===== src/rtl/ata_dev_pkg.sv =====
package ata_dev_pkg;

  typedef enum logic [3:0] {
    ST_IDLE_NS,
    ST_IDLE_S,
    ST_IDLE_SI,
    ST_IN_REQ,
    ST_IN_INTR,
    ST_IN_XFER,
    ST_OUT_PREP,
    ST_OUT_INTR,
    ST_OUT_XFER,
    ST_OUT_COMMIT,
    ST_DMA
  } dev_state_e;

  typedef enum logic [2:0] {
    CK_NODATA,
    CK_MAXADDR,
    CK_PIO_IN,
    CK_PIO_OUT,
    CK_DMA_IN,
    CK_DMA_OUT,
    CK_BAD
  } cmd_kind_e;

  typedef struct packed {
    logic stat_rd;
    logic cmd_wr;
    logic data_rd;
    logic data_wr;
    logic ctl_wr;
    logic bad;
  } acc_ev_t;

  localparam logic [2:0] REG_DATA = 3'd0;
  localparam logic [2:0] REG_ERR  = 3'd1;
  localparam logic [2:0] REG_STAT = 3'd7;
  localparam logic [2:0] REG_CTL  = 3'd6;
  localparam int unsigned TF_FIRST = 2;
  localparam int unsigned TF_LAST  = 6;
  localparam int unsigned CTL_NIEN = 1;
  localparam int unsigned CTL_SRST = 2;
  localparam int unsigned DRV_DEV  = 4;
  localparam int unsigned DRV_LBA  = 6;

  function automatic cmd_kind_e classify(input logic [7:0] op);
    case (op)
      8'h10, 8'h91, 8'hE7, 8'h40, 8'h70, 8'hEF, 8'hC6: classify = CK_NODATA;
      8'hF8:        classify = CK_MAXADDR;
      8'h20, 8'hC4: classify = CK_PIO_IN;
      8'h30, 8'hC5: classify = CK_PIO_OUT;
      8'hC8:        classify = CK_DMA_IN;
      8'hCA:        classify = CK_DMA_OUT;
      default:      classify = CK_BAD;
    endcase
  endfunction

endpackage


===== src/rtl/ata_taskfile.sv =====
module ata_taskfile
  import ata_dev_pkg::*;
(
  input  logic        clk,
  input  logic        rst_n,
  input  logic        acc_stb,
  input  logic        acc_wr,
  input  logic        acc_ctl,
  input  logic [2:0]  acc_addr,
  input  logic        acc_wide,
  input  logic [7:0]  acc_wbyte,
  input  logic        load_max,
  input  logic [27:0] max_lba,
  output acc_ev_t     ev,
  output logic [7:0]  sec_cnt,
  output logic [7:0]  lba_lo,
  output logic [7:0]  lba_mid,
  output logic [7:0]  lba_hi,
  output logic [7:0]  drive,
  output logic        nien
);

  logic cmd_blk, ctl_blk, is_data, byte_wr;
  logic [7:0] tf_w   [TF_FIRST:TF_LAST];
  logic [7:0] max_by [TF_FIRST:TF_LAST];

  assign cmd_blk = acc_stb & ~acc_ctl;
  assign ctl_blk = acc_stb & acc_ctl;
  assign is_data = (acc_addr == REG_DATA);
  assign byte_wr = cmd_blk & acc_wr & ~acc_wide & ~is_data;

  always_comb begin
    ev.data_rd = cmd_blk & is_data & acc_wide & ~acc_wr;
    ev.data_wr = cmd_blk & is_data & acc_wide & acc_wr;
    ev.stat_rd = cmd_blk & ~acc_wide & ~acc_wr & (acc_addr == REG_STAT);
    ev.cmd_wr  = cmd_blk & ~acc_wide & acc_wr & (acc_addr == REG_STAT);
    ev.ctl_wr  = ctl_blk & acc_wr & ~acc_wide & (acc_addr == REG_CTL) & ~acc_wbyte[CTL_SRST];
    ev.bad     = (cmd_blk & (acc_wide != is_data)) |
                 (ctl_blk & (acc_wide | (acc_addr != REG_CTL) | (acc_wr & acc_wbyte[CTL_SRST])));
  end

  always_comb begin
    max_by[2] = tf_w[2];
    max_by[3] = max_lba[7:0];
    max_by[4] = max_lba[15:8];
    max_by[5] = max_lba[23:16];
    max_by[6] = {tf_w[6][7:4], max_lba[27:24]};
  end

  for (genvar g = TF_FIRST; g <= TF_LAST; g++) begin : g_tf
    logic [7:0] r_q;
    always_ff @(posedge clk) begin
      if (!rst_n)
        r_q <= '0;
      else if (load_max)
        r_q <= max_by[g];
      else if (byte_wr && acc_addr == 3'(g))
        r_q <= acc_wbyte;
    end
    assign tf_w[g] = r_q;
  end

  always_ff @(posedge clk) begin
    if (!rst_n)
      nien <= 1'b0;
    else if (ev.ctl_wr)
      nien <= acc_wbyte[CTL_NIEN];
  end

  assign sec_cnt = tf_w[2];
  assign lba_lo  = tf_w[3];
  assign lba_mid = tf_w[4];
  assign lba_hi  = tf_w[5];
  assign drive   = tf_w[6];

endmodule


===== src/rtl/ata_xfer_count.sv =====
module ata_xfer_count #(
  parameter int unsigned SECTOR_WORDS = 256
) (
  input  logic        clk,
  input  logic        rst_n,
  input  logic        load,
  input  logic [7:0]  sec_cnt,
  input  logic [27:0] lba_start,
  input  logic        arm,
  input  logic        step,
  input  logic        lba_step,
  output logic [27:0] lba_cur,
  output logic        drq_last,
  output logic        cmd_last,
  output logic        cmd_empty
);

  localparam int unsigned DRQ_W   = $clog2(SECTOR_WORDS + 1);
  localparam int unsigned CMD_MAX = 256 * SECTOR_WORDS;
  localparam int unsigned CMD_W   = $clog2(CMD_MAX + 1);

  logic [DRQ_W-1:0] drq_q;
  logic [CMD_W-1:0] cmd_q;
  logic [8:0]       sectors;

  assign sectors = (sec_cnt == 8'd0) ? 9'd256 : {1'b0, sec_cnt};

  always_ff @(posedge clk) begin
    if (!rst_n) begin
      drq_q   <= '0;
      cmd_q   <= '0;
      lba_cur <= '0;
    end else begin
      if (load) begin
        cmd_q   <= CMD_W'(sectors) * CMD_W'(SECTOR_WORDS);
        lba_cur <= lba_start;
      end else begin
        if (step)     cmd_q   <= cmd_q - 1'b1;
        if (lba_step) lba_cur <= lba_cur + 28'd1;
      end
      if (arm)       drq_q <= DRQ_W'(SECTOR_WORDS);
      else if (step) drq_q <= drq_q - 1'b1;
    end
  end

  assign drq_last  = (drq_q == DRQ_W'(1));
  assign cmd_last  = (cmd_q == CMD_W'(1));
  assign cmd_empty = (cmd_q == '0);

endmodule


===== src/rtl/ata_intr_ctl.sv =====
module ata_intr_ctl (
  input  logic clk,
  input  logic rst_n,
  input  logic post,
  input  logic clr,
  output logic pend,
  output logic misuse
);

  always_comb begin
    case ({post, clr})
      2'b10:   misuse = pend;
      2'b01:   misuse = ~pend;
      2'b11:   misuse = ~pend;
      default: misuse = 1'b0;
    endcase
  end

  always_ff @(posedge clk) begin
    if (!rst_n)
      pend <= 1'b0;
    else if (!misuse) begin
      if (post)     pend <= 1'b1;
      else if (clr) pend <= 1'b0;
    end
  end

endmodule


===== src/rtl/ata_dev_ctrl.sv =====
module ata_dev_ctrl
  import ata_dev_pkg::*;
#(
  parameter int unsigned SECTOR_WORDS = 256,
  parameter logic [27:0] CAPACITY     = 28'h0100000,
  parameter bit          DEV_ID       = 1'b0
) (
  input  logic        clk,
  input  logic        rst_n,
  input  logic        acc_stb,
  input  logic        acc_wr,
  input  logic        acc_ctl,
  input  logic [2:0]  acc_addr,
  input  logic        acc_wide,
  input  logic [15:0] acc_wdata,
  output logic [15:0] acc_rdata,
  output logic        intrq,
  output logic        err_flag,
  output logic        req_valid,
  input  logic        req_ready,
  output logic        req_store,
  output logic [27:0] req_lba,
  input  logic        rd_valid,
  output logic        rd_ready,
  input  logic [15:0] rd_data,
  output logic        wr_valid,
  input  logic        wr_ready,
  output logic [15:0] wr_data,
  output logic        dma_active,
  output logic        dma_to_mem,
  input  logic        dma_done
);

  localparam logic [27:0] MAX_LBA = CAPACITY - 28'd1;

  acc_ev_t    ev;
  dev_state_e st_q, st_d;
  logic [7:0] sec_cnt, lba_lo, lba_mid, lba_hi, drive, status;
  logic       nien, selected;
  logic       bsy_q, drq_q, serr_q, dsc_q, dir_q;
  logic       bsy_d, drq_d, serr_d, dsc_d, dir_d;
  logic       post, clr, fin, load_cmd, arm, step, lba_step, load_max, miss;
  logic       pend, misuse, drq_last, cmd_last, cmd_empty;
  logic [27:0] lba_cur;
  cmd_kind_e  kind;

  ata_taskfile i_tf (
    .clk(clk), .rst_n(rst_n), .acc_stb(acc_stb), .acc_wr(acc_wr), .acc_ctl(acc_ctl),
    .acc_addr(acc_addr), .acc_wide(acc_wide), .acc_wbyte(acc_wdata[7:0]),
    .load_max(load_max), .max_lba(MAX_LBA), .ev(ev), .sec_cnt(sec_cnt),
    .lba_lo(lba_lo), .lba_mid(lba_mid), .lba_hi(lba_hi), .drive(drive), .nien(nien)
  );

  ata_xfer_count #(.SECTOR_WORDS(SECTOR_WORDS)) i_cnt (
    .clk(clk), .rst_n(rst_n), .load(load_cmd), .sec_cnt(sec_cnt),
    .lba_start({drive[3:0], lba_hi, lba_mid, lba_lo}), .arm(arm), .step(step),
    .lba_step(lba_step), .lba_cur(lba_cur), .drq_last(drq_last),
    .cmd_last(cmd_last), .cmd_empty(cmd_empty)
  );

  ata_intr_ctl i_irq (
    .clk(clk), .rst_n(rst_n), .post(post), .clr(clr), .pend(pend), .misuse(misuse)
  );

  assign selected = (drive[DRV_DEV] == DEV_ID);
  assign kind     = classify(acc_wdata[7:0]);
  assign status   = {bsy_q, 1'b1, 1'b0, dsc_q, drq_q, 2'b00, serr_q};

  always_comb begin
    st_d = st_q; bsy_d = bsy_q; drq_d = drq_q; serr_d = serr_q; dsc_d = dsc_q; dir_d = dir_q;
    post = 1'b0; clr = 1'b0; fin = 1'b0; load_cmd = 1'b0; arm = 1'b0;
    step = 1'b0; lba_step = 1'b0; load_max = 1'b0; miss = 1'b0;
    case (st_q)
      ST_IDLE_NS: if (selected) st_d = ST_IDLE_S;
      ST_IDLE_S, ST_IDLE_SI: begin
        if (!selected) begin
          st_d = ST_IDLE_NS;
          clr  = (st_q == ST_IDLE_SI);
        end else if (st_q == ST_IDLE_SI && (ev.stat_rd || nien)) begin
          st_d = ST_IDLE_S;
          clr  = 1'b1;
        end else if (ev.cmd_wr) begin
          clr    = (st_q == ST_IDLE_SI);
          serr_d = 1'b0;
          dsc_d  = 1'b0;
          bsy_d  = 1'b1;
          drq_d  = 1'b0;
          case (kind)
            CK_NODATA:  fin = 1'b1;
            CK_MAXADDR: begin fin = 1'b1; load_max = 1'b1; end
            CK_BAD:     begin fin = 1'b1; serr_d = 1'b1; end
            default: begin
              if (!drive[DRV_LBA]) begin
                fin    = 1'b1;
                serr_d = 1'b1;
              end else begin
                load_cmd = 1'b1;
                case (kind)
                  CK_PIO_IN:  st_d = ST_IN_REQ;
                  CK_PIO_OUT: st_d = ST_OUT_PREP;
                  default: begin
                    st_d  = ST_DMA;
                    bsy_d = 1'b0;
                    drq_d = 1'b1;
                    dir_d = (kind == CK_DMA_IN);
                  end
                endcase
              end
            end
          endcase
        end
      end
      ST_IN_REQ: if (req_ready) begin
        lba_step = 1'b1;
        arm      = 1'b1;
        bsy_d    = 1'b0;
        drq_d    = 1'b1;
        if (!nien) begin st_d = ST_IN_INTR; post = 1'b1; end
        else st_d = ST_IN_XFER;
      end
      ST_IN_INTR, ST_OUT_INTR: if (ev.stat_rd) begin
        clr  = 1'b1;
        st_d = (st_q == ST_IN_INTR) ? ST_IN_XFER : ST_OUT_XFER;
      end
      ST_IN_XFER: if (ev.data_rd) begin
        if (!rd_valid) miss = 1'b1;
        else begin
          step = 1'b1;
          if (drq_last) begin
            drq_d = 1'b0;
            if (cmd_last) begin bsy_d = 1'b0; st_d = ST_IDLE_S; end
            else begin bsy_d = 1'b1; st_d = ST_IN_REQ; end
          end
        end
      end
      ST_OUT_PREP: begin
        if (cmd_empty) fin = 1'b1;
        else begin
          arm   = 1'b1;
          bsy_d = 1'b0;
          drq_d = 1'b1;
          if (!nien) begin st_d = ST_OUT_INTR; post = 1'b1; end
          else st_d = ST_OUT_XFER;
        end
      end
      ST_OUT_XFER: if (ev.data_wr) begin
        if (!wr_ready) miss = 1'b1;
        else begin
          step = 1'b1;
          if (drq_last) begin bsy_d = 1'b1; drq_d = 1'b0; st_d = ST_OUT_COMMIT; end
        end
      end
      ST_OUT_COMMIT: if (req_ready) begin
        lba_step = 1'b1;
        st_d     = ST_OUT_PREP;
      end
      ST_DMA: if (dma_done) begin
        fin   = 1'b1;
        dsc_d = 1'b1;
      end
      default: st_d = ST_IDLE_S;
    endcase
    if (fin) begin
      bsy_d = 1'b0;
      drq_d = 1'b0;
      if (!nien) begin st_d = ST_IDLE_SI; post = 1'b1; end
      else st_d = ST_IDLE_S;
    end
  end

  always_ff @(posedge clk) begin
    if (!rst_n) begin
      st_q     <= DEV_ID ? ST_IDLE_NS : ST_IDLE_S;
      bsy_q    <= 1'b0;
      drq_q    <= 1'b0;
      serr_q   <= 1'b0;
      dsc_q    <= 1'b0;
      dir_q    <= 1'b0;
      err_flag <= 1'b0;
    end else begin
      st_q     <= st_d;
      bsy_q    <= bsy_d;
      drq_q    <= drq_d;
      serr_q   <= serr_d;
      dsc_q    <= dsc_d;
      dir_q    <= dir_d;
      err_flag <= err_flag | ev.bad | misuse | miss;
    end
  end

  always_comb begin
    if (acc_ctl) acc_rdata = {8'h00, status};
    else begin
      case (acc_addr)
        REG_DATA: acc_rdata = (st_q == ST_IN_XFER) ? rd_data : 16'h0000;
        REG_ERR:  acc_rdata = {13'd0, serr_q, 2'b00};
        3'd2:     acc_rdata = {8'h00, sec_cnt};
        3'd3:     acc_rdata = {8'h00, lba_lo};
        3'd4:     acc_rdata = {8'h00, lba_mid};
        3'd5:     acc_rdata = {8'h00, lba_hi};
        3'd6:     acc_rdata = {8'h00, drive};
        default:  acc_rdata = {8'h00, status};
      endcase
    end
  end

  assign intrq      = pend;
  assign req_valid  = (st_q == ST_IN_REQ) || (st_q == ST_OUT_COMMIT);
  assign req_store  = (st_q == ST_OUT_COMMIT);
  assign req_lba    = lba_cur;
  assign rd_ready   = ev.data_rd && (st_q == ST_IN_XFER) && rd_valid;
  assign wr_valid   = ev.data_wr && (st_q == ST_OUT_XFER);
  assign wr_data    = acc_wdata;
  assign dma_active = (st_q == ST_DMA);
  assign dma_to_mem = dir_q;

endmodule


===== config.mk =====
export PLATFORM = sky130hd
export DESIGN_NAME = ata_dev_ctrl
export DESIGN_NICKNAME = d
export VERILOG_FILES = /design/src/rtl/ata_dev_pkg.sv /design/src/rtl/ata_taskfile.sv /design/src/rtl/ata_xfer_count.sv /design/src/rtl/ata_intr_ctl.sv /design/src/rtl/ata_dev_ctrl.sv
export SDC_FILE = /design/constraint.sdc
export NUM_CORES = 1
export LEC_CHECK = 0
export BUFFER_PORTS_ARGS = -buffer_cell sky130_fd_sc_hd__buf_2
export CAP_MARGIN = 20
export CORE_ASPECT_RATIO = 0.7
export CORE_MARGIN = 2
export CORE_UTILIZATION = 35
export DETAILED_ROUTE_END_ITERATION = 12
export PLACE_DENSITY = 0.52
export SLEW_MARGIN = 5
export SYNTH_ARGS = -nofsm -noshare
export SYNTH_HDL_FRONTEND = slang
export SYNTH_SLANG_ARGS = --single-unit

===== constraint.sdc =====
create_clock -name clk -period 5.15 [get_ports clk]
set_input_delay 1.03 -clock clk [delete_from_list [all_inputs] [get_ports clk]]
set_output_delay 1.03 -clock clk [all_outputs]
set_load 0.03 [all_outputs]

==> impl_metrics.py <==
metrics = {
    "cts": {
        "cts_tree": "built",
        "clock_path_buffers": 2,
        "cts_resized": 0,
        "ctsRootBufferMaster": "clkbuf_16",
        "cts_hold_buf": 0,
        "cts_max_level": 3,
        "path_clk_slew_ns": 0.08,
        "cts_buffers": 9,
        "postCtsSetupBuffers": 0,
        "worstSkewPairLatency_ns": 0.36,
        "cts_sinks": 106,
    },
    "detailed_routing": {
        "dr.pass1.iters": 5,
        "vias": 6213,
        "drt-vias-per-instance": 5.66,
        "wire_per_inst_um": 19.1,
        "drt_iter0_markers": 538,
        "routed_wl_um": 20900,
        "antenna_left": 0,
        "drc": 0,
    },
    "worst_setup_path": {
        "critPathKind": "in2out",
        "start_kind": "primary input",
        "arrival_ns": 3.09,
        "critical-path-max-stage-delay_ns": 0.57,
        "crit_fanout": 26,
        "end_kind": "output port",
        "path_cells": "buf_2 > nor3_1 > nor2b_1 > nor2b_1 > and2_1 > buf_2",
        "required_ns": 4.12,
        "critPathSlowestCell": "nor2b_1",
    },
    "place": {
        "port_buffers": 96,
        "dpl.hpwl_um": 15500,
        "gp_congestion": 0.887,
        "dp.cells": 1082,
    },
    "floorplan": {
        "die_w_um": 166,
        "io_pins": 113,
        "row_count": 41,
        "core_area_mm2": 0.0181,
        "die_area_mm2": 0.0196,
        "initial_utilization_pct": 35.7,
        "die_h_um": 118,
    },
    "grt": {
        "grtUsageTotal_pct": 21.1,
        "antenna_found_initial": 0,
        "grt_max_degree": 54,
        "grt_pass1_wl_um": 32700,
        "grt_pass1_vias": 5572,
        "gr-total-overflow": 0,
    },
    "timing": {
        "clock.fmax_mhz": 243,
        "final-hold-violation-count": 0,
        "fin_worst_skew_ns": 0.0102,
        "maxSlewViolCount": 0,
        "worstMarginPinSlew_ns": 1.05,
        "tns_ns": 0,
        "setup_viol": 0,
        "slew_headroom_pct": 29.7,
        "rsz0062_at_grt": "false",
        "period_share_pct": 80.1,
        "finalCriticalPeriod_ns": 4.12,
        "finalHoldWorstSlack_ns": 0.470,
    },
    "logic_synthesis": {
        "synth_area_leaders": "dfxtp_1 33%, nor2_1 6.7%, mux2i_1 5.3%",
        "yosysMostFrequentCell": "nor2_1",
        "synth.top_cell.area_share_pct": 32.9,
        "synth-async-reset-ratio_pct": 0,
        "synth.avg_cell_area_um2": 7.92,
        "synth_edf_count": 0,
        "ys_types": 76,
        "yosysSeqAreaShare_pct": 32.9,
        "syn_area_mm2": 0.00645,
        "synthCells": 815,
        "synth_nets": 866,
        "ys_ff_latch": 106,
        "ys_warn_count": 0,
        "synth.largest_area_cell": "dfxtp_1",
        "synth_common_cells": "115 x nor2_1, 106 x dfxtp_1, 67 x a21oi_1",
        "ys.flop_type": "dfxtp_1",
    },
    "final_layout": {
        "fillers": 1894,
        "fin_cells": 1098,
        "diodes": 0,
        "drive_above_1_share_pct": 17.2,
        "nets": 908,
        "area_delta_synth_final_pct": 12.5,
    },
    "power_and_ir_drop": {
        "power_density_mw_per_mm2": 232,
        "peakVddDrop_uv": 154,
        "p_leak_nw": 2.83,
    },
    "min_path": {
        "hold_class": "reg2reg",
    },
    "flow_run": {
        "cap_violations": 0,
    },
    "outcome": {
        "outcome": "complete, no violations",
    },
}
==> cells in the final DEF (no fill, tap or decap), drive strengths merged, types with 6 or more instances in the layout <==
| master | instances |
|---|---|
| a211oi | 20 |
| a21oi | 67 |
| a221oi | 6 |
| a22oi | 6 |
| a31oi | 12 |
| and2 | 18 |
| and3 | 7 |
| and4 | 6 |
| buf | 108 |
| clkbuf | 9 |
| dfxtp | 106 |
| ha | 6 |
| inv | 18 |
| mux2i | 34 |
| nand2 | 50 |
| nand2b | 6 |
| nand3 | 18 |
| nand4 | 16 |
| nor2 | 115 |
| nor2b | 12 |
| nor3 | 26 |
| nor4 | 12 |
| o21ai | 40 |
| or3 | 10 |
| or4 | 8 |
| xnor2 | 26 |
| xor2 | 15 |
==> path summary, 6_finish.rpt <==
kind	from	to	slack (ns)	depth (start not counted)
max	acc_addr[0]	acc_rdata[15]	1.03	6
min	i_cnt.cmd_q[8]$_SDFFE_PN0P_	i_cnt.cmd_q[8]$_SDFFE_PN0P_	0.47	2
max reg2reg	st_q[0]$_SDFFE_PN1P_	i_cnt.cmd_q[11]$_SDFFE_PN0P_	2.29	8
min reg2reg	i_cnt.cmd_q[8]$_SDFFE_PN0P_	i_cnt.cmd_q[8]$_SDFFE_PN0P_	0.47	2
==> worst max-delay path: cells and delay by family <==
family | cells | cell delay (ns)
buffers and inverters | 2 | 0.46
AND/OR/NAND/NOR | 4 | 1.59
==> flip-flops by register name (all words and copies together) (netlist names) <==
name and cells:
i_cnt.lba_cur 28, i_cnt.cmd_q 17, i_cnt.drq_q 9, i_tf.drive 8, i_tf.lba_hi 8, i_tf.lba_lo 8
i_tf.lba_mid 8, i_tf.sec_cnt 8, st_q 4, bsy_q 1, dma_to_mem 1, drq_q 1
dsc_q 1, err_flag 1, i_irq.pend 1, i_tf.nien 1, serr_q 1
==> cell type report <==
cell class	count	area (um^2)	area share [%]
multi-input combinational	617	3910	53.8
sequential	106	2120	29.2
timing repair buffer	108	571	7.85
tap	236	295	4.06
clock buffer	9	225	3.10
clock inverter	7	86.3	1.19
inverter	15	56.3	0.775
==> per-layer routing <==
| layer | up-vias | wire length [um] | share of wire [%] | track usage (%) |
|---|---|---|---|---|
| li1 | 3042 | - | - | - |
| met1 | 2931 | 10900 | 52 | 33.0 |
| met2 | 216 | 8340 | 40 | 28.8 |
| met3 | 24 | 1390 | 6.6 | 4.17 |
| met4 | 0 | 341 | 1.6 | 5.66 |
| met5 | - | 0 | 0 | 0 |
==> power breakdown <==
| part | internal, mW | switching (mW) |
|---|---|---|
| sequential | 0.822 | 0.00319 |
| clock | 0.388 | 0.354 |
| combinational | 0.0349 | 0.0867 |
==> per-stage QoR <==
stage               setup WS, ns  power (mW)  utilization (%)  area [um^2]
floorplan                   1.34       0.933                -         6450
global placement            1.08       0.964             38.5         6950
detailed placement          1.02       0.964             38.5         6950
CTS                         1.03        1.70             40.2         7260
global route               0.798        1.75             40.2         7260
finish                      1.03        1.69             40.2         7260
==> logic make-up after synthesis <==
kind of cell | count (synthesis) | synth area share, %
simple gates | 331 | 27.3
xor+xnor | 41 | 5.56
buf+inv | 92 | 6.57
flops | 106 | 32.9
mux | 39 | 6.14
compound gates | 200 | 20.4
fa+ha+maj | 6 | 1.16
Note: power is estimated with default switching activity, not from simulation.
